[src/rtl/irq_filt_pkg.sv]
package irq_filt_pkg;

    localparam int unsigned PIN_W = 4;
    localparam int unsigned LVL_W = 4;

    typedef logic [PIN_W-1:0] pins_t;
    typedef logic [LVL_W-1:0] level_t;

    typedef struct packed {
        logic   valid;
        level_t level;
    } irq_req_t;

    typedef enum logic {
        SRC_BUS  = 1'b0,
        SRC_SLOW = 1'b1
    } tick_src_e;

    // Encoded pins map to a level by bitwise inversion.
    function automatic level_t code_to_level(pins_t code);
        return level_t'(~code);
    endfunction

endpackage

[src/rtl/irq_sync.sv]
module irq_sync #(
    parameter int unsigned W      = 4,
    parameter int unsigned STAGES = 2
) (
    input  logic         clk,
    input  logic         rst,
    input  logic [W-1:0] d_async,
    output logic [W-1:0] q_sync
);
    logic [W-1:0] stg [STAGES];

    // Idle level of active-low pins is all ones.
    always_ff @(posedge clk) begin
        if (rst) stg[0] <= '1;
        else     stg[0] <= d_async;
    end

    for (genvar s = 1; s < STAGES; s++) begin : g_stage
        always_ff @(posedge clk) begin
            if (rst) stg[s] <= '1;
            else     stg[s] <= stg[s-1];
        end
    end

    assign q_sync = stg[STAGES-1];
endmodule

[src/rtl/irq_debounce.sv]
module irq_debounce
    import irq_filt_pkg::*;
#(
    parameter int unsigned SAMPLES = 3
) (
    input  logic  clk,
    input  logic  rst,
    input  pins_t din,
    input  logic  bus_tick,
    input  logic  slow_tick,
    input  logic  standby,
    output pins_t held
);
    localparam int unsigned CNT_W = $clog2(SAMPLES + 1);
    localparam logic [CNT_W-1:0] FULL = CNT_W'(SAMPLES);

    tick_src_e        src, src_q;
    logic             tick;
    logic             src_changed;
    pins_t            cand;
    logic [CNT_W-1:0] cnt;

    assign src         = standby ? SRC_SLOW : SRC_BUS;
    assign tick        = (src == SRC_SLOW) ? slow_tick : bus_tick;
    assign src_changed = (src != src_q);

    always_ff @(posedge clk) begin
        if (rst) begin
            src_q <= SRC_BUS;
            cand  <= '1;
            cnt   <= '0;
        end else begin
            src_q <= src;
            if (src_changed) begin
                cnt <= '0;
            end else if (tick) begin
                if (din == cand) begin
                    if (cnt != FULL) cnt <= cnt + 1'b1;
                end else begin
                    cand <= din;
                    cnt  <= CNT_W'(1);
                end
            end
        end
    end

    always_ff @(posedge clk) begin
        if (rst)              held <= '1;
        else if (cnt == FULL) held <= cand;
    end

    AST_CNT_IN_RANGE: assert property (@(posedge clk) disable iff (rst)
        cnt <= FULL);
    AST_ACCEPT_NEEDS_RUN: assert property (@(posedge clk) disable iff (rst)
        (held != $past(held)) |-> ($past(cnt) == FULL));
    AST_IDLE_HOLDS: assert property (@(posedge clk) disable iff (rst)
        (!tick && !src_changed) |=> ($stable(cand) && $stable(cnt)));
    AST_SWITCH_CLEARS: assert property (@(posedge clk) disable iff (rst)
        src_changed |=> (cnt == '0));
endmodule

[src/rtl/irq_level_sel.sv]
module irq_level_sel
    import irq_filt_pkg::*;
(
    input  pins_t                    held,
    input  logic                     indep_mode,
    input  logic [PIN_W*LVL_W-1:0]   prio_cfg,
    output irq_req_t                 req
);
    level_t prio [PIN_W];
    level_t best;

    for (genvar i = 0; i < PIN_W; i++) begin : g_field
        assign prio[i] = prio_cfg[i*LVL_W +: LVL_W];
    end

    // Strict compare: lowest pin wins ties; zero priority never wins.
    always_comb begin
        best = '0;
        for (int i = 0; i < PIN_W; i++) begin
            if (!held[i] && (prio[i] > best)) best = prio[i];
        end
    end

    always_comb begin
        req.level = indep_mode ? best : code_to_level(held);
        req.valid = (req.level != '0);
    end
endmodule

[src/rtl/irq_level_filter.sv]
module irq_level_filter
    import irq_filt_pkg::*;
#(
    parameter int unsigned SYNC_STAGES = 2,
    parameter int unsigned SAMPLES     = 3
) (
    input  logic                   clk,
    input  logic                   rst,
    input  logic [3:0]             pins_n,
    input  logic                   bus_tick,
    input  logic                   slow_tick,
    input  logic                   standby,
    input  logic                   indep_mode,
    input  logic [15:0]            prio_cfg,
    output logic                   req_valid,
    output logic [3:0]             req_level
);
    pins_t    pins_s;
    pins_t    held;
    irq_req_t req;

    irq_sync #(.W(PIN_W), .STAGES(SYNC_STAGES)) u_sync (
        .clk     (clk),
        .rst     (rst),
        .d_async (pins_n),
        .q_sync  (pins_s)
    );

    irq_debounce #(.SAMPLES(SAMPLES)) u_deb (
        .clk       (clk),
        .rst       (rst),
        .din       (pins_s),
        .bus_tick  (bus_tick),
        .slow_tick (slow_tick),
        .standby   (standby),
        .held      (held)
    );

    irq_level_sel u_sel (
        .held       (held),
        .indep_mode (indep_mode),
        .prio_cfg   (prio_cfg),
        .req        (req)
    );

    assign req_valid = req.valid;
    assign req_level = req.level;

    AST_VALID_MATCHES_LEVEL: assert property (@(posedge clk) disable iff (rst)
        req_valid == (req_level != 4'd0));
    AST_ENC_IDLE_NO_REQ: assert property (@(posedge clk) disable iff (rst)
        (!indep_mode && held == 4'hF) |-> !req_valid);
    AST_NO_TICK_NO_CHANGE: assert property (@(posedge clk) disable iff (rst)
        (!standby && !$past(standby) && !$past(bus_tick, 2) && !$past(bus_tick))
        |-> $stable(held));
endmodule

[config.mk]
export PLATFORM = sky130hd
export DESIGN_NAME = irq_level_filter
export DESIGN_NICKNAME = d
export VERILOG_FILES = /design/src/rtl/irq_filt_pkg.sv /design/src/rtl/irq_sync.sv /design/src/rtl/irq_debounce.sv /design/src/rtl/irq_level_sel.sv /design/src/rtl/irq_level_filter.sv
export SDC_FILE = /design/constraint.sdc
export NUM_CORES = 1
export LEC_CHECK = 0
export CORE_AREA = 2 2 59 61
export CTS_BUF_LIST = sky130_fd_sc_hd__clkbuf_2 sky130_fd_sc_hd__clkbuf_4 sky130_fd_sc_hd__clkbuf_8
export CTS_CLUSTER_DIAMETER = 30
export CTS_CLUSTER_SIZE = 28
export DETAILED_ROUTE_END_ITERATION = 10
export DIE_AREA = 0 0 61 63
export DONT_BUFFER_PORTS = 1
export HOLD_SLACK_MARGIN = 0.08
export SLEW_MARGIN = 30
export SYNTH_ARGS = -nofsm -noshare
export SYNTH_HDL_FRONTEND = slang
export SYNTH_SLANG_ARGS = --single-unit
[constraint.sdc]
create_clock -name clk -period 11.15 [get_ports clk]
set_input_delay 2.23 -clock clk [delete_from_list [all_inputs] [get_ports clk]]
set_output_delay 2.23 -clock clk [all_outputs]
set_load 0.02 [all_outputs]
* Word-level counts from Yosys, hierarchy flattened
Memory sizes are Yosys's and may differ from the RTL's.
Index checks and enable logic that the tools add are counted.
** Operators by class
- Mux-type cells :: 14
- Bitwise logic cells :: 5
- Equality and inequality tests :: 5
- Order comparisons :: 4
- Reduce and logical (&&, ||, !) cells :: 12
- Add/sub/neg operators :: 1
** Operator list (count)
- $mux W4 :: 7
- $gt A4 B4 Y1 :: 3
- $mux W1 :: 5
- $eq A4 B4 Y1 :: 1
- $gt A4 B1 Y1 const B :: 1
- $logic_and A1 B1 Y1 :: 4
- $logic_not A1 Y1 :: 4
- $mux W2 :: 2
- $ne A2 B2 Y1 const B :: 2
- $not A4 Y4 :: 1
- $reduce_bool A4 Y1 :: 1
- $reduce_and A3 Y1 :: 1
- $add A2 B1 Y2 const B :: 1
- $eq A2 B2 Y1 const B :: 1
- $not A1 Y1 :: 2
- $or A1 B1 Y1 :: 2
- $reduce_and A2 Y1 :: 1
- $reduce_or A2 Y1 :: 1
- $ne A1 B1 Y1 :: 1
** Word-level totals
- Memories :: 1
- Memory bits (writable) :: 8
- Flip-flop bits (word level) :: 11
- Output and inout bits :: 5
- Word-level logic and storage cells :: 46
- Bits of input ports :: 26
** Memory list
- u_sync.stg :: words 2, bits a word 4, rd ports 2, clocked after memory_dff 0, write ports 2, line irq_sync.sv:10 : logic [W-1:0] stg [STAGES];

* Logic depth before layout (Yosys ltp)
- Depth in word-level cells :: 14
- Mapped depth :: 23
- Mapped depth without buffers :: 23

* By module
Synthesis repeated with hierarchy kept, for this count alone.
** Unflattened totals
- Cells, all modules :: 161
- Area, all modules :: 1413.9 um^2
** Modules (own cells, without submodules)
- irq_level_sel :: cells each 91, area each 676.9 um^2, instances 1
- irq_debounce :: cells each 54, area each 526.8 um^2, instances 1
- irq_sync :: cells each 16, area each 210.2 um^2, instances 1

* Worst setup path after synthesis
No wires, ideal clock.
- Path type :: in2out
- Start :: input prio_cfg[0]
- End :: output req_valid
- Buffers on the path :: 0
- Slack :: 2599 ps
- Data required time :: 8920 ps
- Stages :: 19
- Arrival :: 6321 ps
- Path through :: nor2b_1 ha_1 a41oi_2 a21boi_1 nor2_1 a21oi_1 ha_1 and2_1 and3_2 a211o_1 o21ai_0 o21ai_1 ha_1 a41oi_1 o21ai_2 nand2_1 a31oi_1 a21o_1 or4_1
** On the way
- Longest elaborated chain between the ends :: 14
** Ends and longest elaborated chain
- start: declaration :: line irq_level_filter.sv:14 : input logic [15:0] prio_cfg,
- $gt A4 B1 Y1 :: line irq_level_sel.sv:20 : if (!held[i] && (prio[i] > best)) best = prio[i];
- $logic_and A1 B1 Y1 :: line irq_level_sel.sv:20
- $mux W4 (*) :: line irq_level_sel.sv:20
- $gt A4 B4 Y1 :: line irq_level_sel.sv:20
- $logic_and A1 B1 Y1 :: line irq_level_sel.sv:20
- $mux W4 (*) :: line irq_level_sel.sv:20
- $gt A4 B4 Y1 :: line irq_level_sel.sv:20
- $logic_and A1 B1 Y1 :: line irq_level_sel.sv:20
- $mux W4 (*) :: line irq_level_sel.sv:20
- $gt A4 B4 Y1 :: line irq_level_sel.sv:20
- $logic_and A1 B1 Y1 :: line irq_level_sel.sv:20
- $mux W4 (*) :: line irq_level_sel.sv:20
- $mux W4 (*) :: line irq_level_sel.sv:25 : req.level = indep_mode ? best : code_to_level(held);
- via req_level[2] :: line irq_level_filter.sv:16 : output logic [3:0] req_level
- $reduce_bool A4 Y1 (*) :: line irq_level_sel.sv:26 : req.valid = (req.level != '0);
- end: declaration :: line irq_level_filter.sv:15 : output logic req_valid,
Mark *: on every way through the listed nets, which the timed path passes. The rest lies on a longest branch.

* Worst setup path after layout
Same ends and word-level chain as after synthesis.

==> results.md <==
- Status: completed
- Power per cell area: 88.2 nW/um^2
- Setup Skew: 0.00187 ns
- WL final: 2.43 mm
- DR WL/cell: 12.2 um
- Synth top area share: 29.1%
- Post-route DRC violation count: 0
- Fin. Hold Viols: 0
- Mapped Area: 1310 sq um
- Total CTS buffers: 3
- Via density: 5.31
- Peak VDD IR: 0.0000694 V
- Flop pwr share: 58.4%
- Final Max Tran Viols: 0
- Number of synthesized register bits: 19
- Routability cong.: 0.876
- Clk Latency, worst-skew pair: 0.28 ns
- Dpl hpwl: 2.07 mm
- Placed cell count: 195
- Sink Count: 19
- # hold bufs at CTS: 0
- # fillers: 346
- Post-CTS Setup Bufs: 0
- Final antenna diode count: 0
- Switch Pwr: 28.0 uW
- Met3 wire len: 116 um
- Clock Tree Buf Depth: 2
- Die height: 63 um
- Pwr Total: 122 uW
- Critical path class: in -> out
- Post-CTS Resized: 0
- Register area share after synthesis: 29.1%
- Switching share of total power: 23.0%
- CP Launch Type: primary input
- Arr. time, crit path: 6.77 ns
- Worst Hold Class: reg -> reg
- Placed instance area: 1350 sq um
- Number of distinct library cells after synthesis: 44
- TritonRoute pass-1 iters: 4
- Final setup violation count: 0
- YS warnings: 0
- Synthesized instance count: 151
- Crit end category: output pin
- Setup TNS: 0 ns
- Overflow left after global routing: 0
- Syn_area_per_cell: 8.67 sq um
- Max FO, Critical Path: 6
- Area of the core: 3230 sq um
- RSZ-0062 raised after global routing: no
- CTS tree: done
- Initial Utilization: 40.5%
- Worst setup margin: 2.15 ns
- Input/output buffers: 0
- Final Hold Slack: 0.420 ns
- F_max: 0.111 GHz
- Metal2 WL: 1.25 mm
- Dominant cell type by area after synthesis: dfxtp_1
- Leakage: 0.601 nW
- Final non-filler cell area: 1380 sq um
- Gate power share: 12.5%
- CP required: 8.92 ns
- Initial DRC count: 26
- Top cells by area, synth: dfxtp_1 29%, ha_1 11%, mux2i_1 6.9%
- Initial antenna violation count: 0
- Clock transition at path regs: 0.10 ns
- First-pass GRT wire length: 4.12 mm
- Final net count: 192
- Final std cells w/o fill: 199
- Root buf cell: clkbuf_4
- Internal Pwr Total: 93.6 uW
- Die ar.: 3840 sq um
- Number of global-route vias before repair: 1055
- H-tree Lvls: 1
- GRT Util Overall: 13.6%
- FP Rows: 21
- Finished Core Util: 42.7%
- Max transition margin: 64.9%
- Worst slew pin tran: 0.512 ns
- Max Cap Viol: 0
- Syn_nets: 189
- Clock power share: 29.1%
- Register Area: 380 sq um
- Vias after detailed routing: 1057
- Metal-1 WL: 1.06 mm
- Fin crit period: 9.00 ns
- Max Used Layer: met4
- Share of cells above drive strength 1: 17.0%
- IO Count: 31
- Fin crit share: 80.7%
- Area of the multi-input gates: 866 sq um
- Synthesis-to-layout area growth: 5.35%
- Largest net degree at the start of global routing: 11
- Antenna Nets Post-Route: 0
- Pre-CTS setup slack: 2.18 ns
- Chip width: 61 um
area by class of cell:
cell class,instances,share of cell area [%]
multi-input combinational,118,62.8
sequential,19,27.6
tap,46,4.17
inverter,12,3.27
clock buffer,4,2.18
Yosys cell counts, drive strengths merged:
| library cell | count |
|---|---|
| or2 | 8 |
| or4 | 1 |
| and2 | 3 |
| a31oi | 3 |
| dfxtp | 19 |
| clkbuf | 2 |
| inv | 11 |
| nor3 | 2 |
| nor2b | 5 |
| nor2 | 11 |
| a211o | 1 |
| nand4 | 1 |
| o31a | 1 |
| o21a | 3 |
| clkinv | 1 |
| o31ai | 1 |
| o22ai | 2 |
| a21boi | 1 |
| a21o | 4 |
| ha | 12 |
| mux2i | 9 |
| nand2b | 1 |
| a21oi | 7 |
| o211ai | 2 |
| xnor2 | 5 |
| mux2 | 1 |
| o2111ai | 1 |
| o21ai | 5 |
| a211oi | 2 |
| nand3b | 1 |
| and3 | 1 |
| nand3 | 2 |
| a41oi | 3 |
| nand2 | 19 |
sequential cells by signal, summed over array words and instances (netlist names):
| signal | flops |
|---|---|
| u_deb.src_q | 1 |
| u_deb.cand | 4 |
| u_sync.stg | 8 |
| u_deb.cnt | 2 |
| u_deb.held | 4 |
logic make-up after synthesis:
kind of cell             synth area share, %
AO/OA/AOI/OAI                           21.7
XOR/XNOR                                3.35
adder cells (fa/ha/maj)                 11.5
buffers and inverters                   4.78
flip-flops                              29.1
multiplexers                            7.74
AND/OR/NAND/NOR                         21.9
cell usage in the layout (no fill, tap or decap), types with 2 or more instances in the layout:
cell and instances:
a31oi_1 3, nor2_1 11, a21oi_1 7, nor2b_1 4
o21ai_1 3, xnor2_1 5, nand2_1 19, dfxtp_1 19
a41oi_2 2, ha_1 12, mux2i_1 9, a21o_1 4
o21a_1 3, clkbuf_4 4, inv_1 11, or2_2 8
nand3_1 2, o22ai_1 2
final timing paths:
kind              cells past startpoint                           to  slack (ns)                   startpoint
setup reg to reg                      5   u_deb.cand[2]$_SDFFE_PP1P_        9.79   u_deb.cand[1]$_SDFFE_PP1P_
setup / recovery                     19                    req_valid        2.15                  prio_cfg[0]
hold reg to reg                       1  u_sync.stg[1][2]$_SDFF_PP1_        0.42  u_sync.stg[0][2]$_SDFF_PP1_
hold / removal                        1  u_sync.stg[1][2]$_SDFF_PP1_        0.42  u_sync.stg[0][2]$_SDFF_PP1_
power by group through the flow:
stage	clock (mW)	sequential, mW	combinational (mW)
floorplan	0	0.0723	0.0136
global placement	0	0.0725	0.0144
detailed placement	0	0.0726	0.0153
CTS	0.0379	0.0710	0.0154
global route	0.0406	0.0713	0.0173
finish	0.0353	0.0710	0.0152
worst max-delay path, cell delays in order:
cell and delay, ns:
nor2b_1 0.12, ha_1 0.30, a41oi_2 0.23, a21boi_1 0.38, nor2_1 0.08, a21oi_1 0.17
ha_1 0.28, and2_1 0.19, and3_2 0.24, a211o_1 0.34, o21ai_0 0.24, o21ai_1 0.15
ha_1 0.31, a41oi_1 0.24, o21ai_2 0.13, nand2_1 0.15, a31oi_1 0.06, a21o_1 0.26
or4_1 0.66
routing by layer:
| layer | track usage, % | vias to the layer above |
|---|---|---|
| met3 | 2.48 | 2 |
| met2 | 24.9 | 26 |
| met4 | 4.08 | 0 |
| met5 | 0 | - |
| met1 | 15.3 | 495 |
| li1 | - | 534 |
Note: power is estimated with default switching activity, not from simulation.
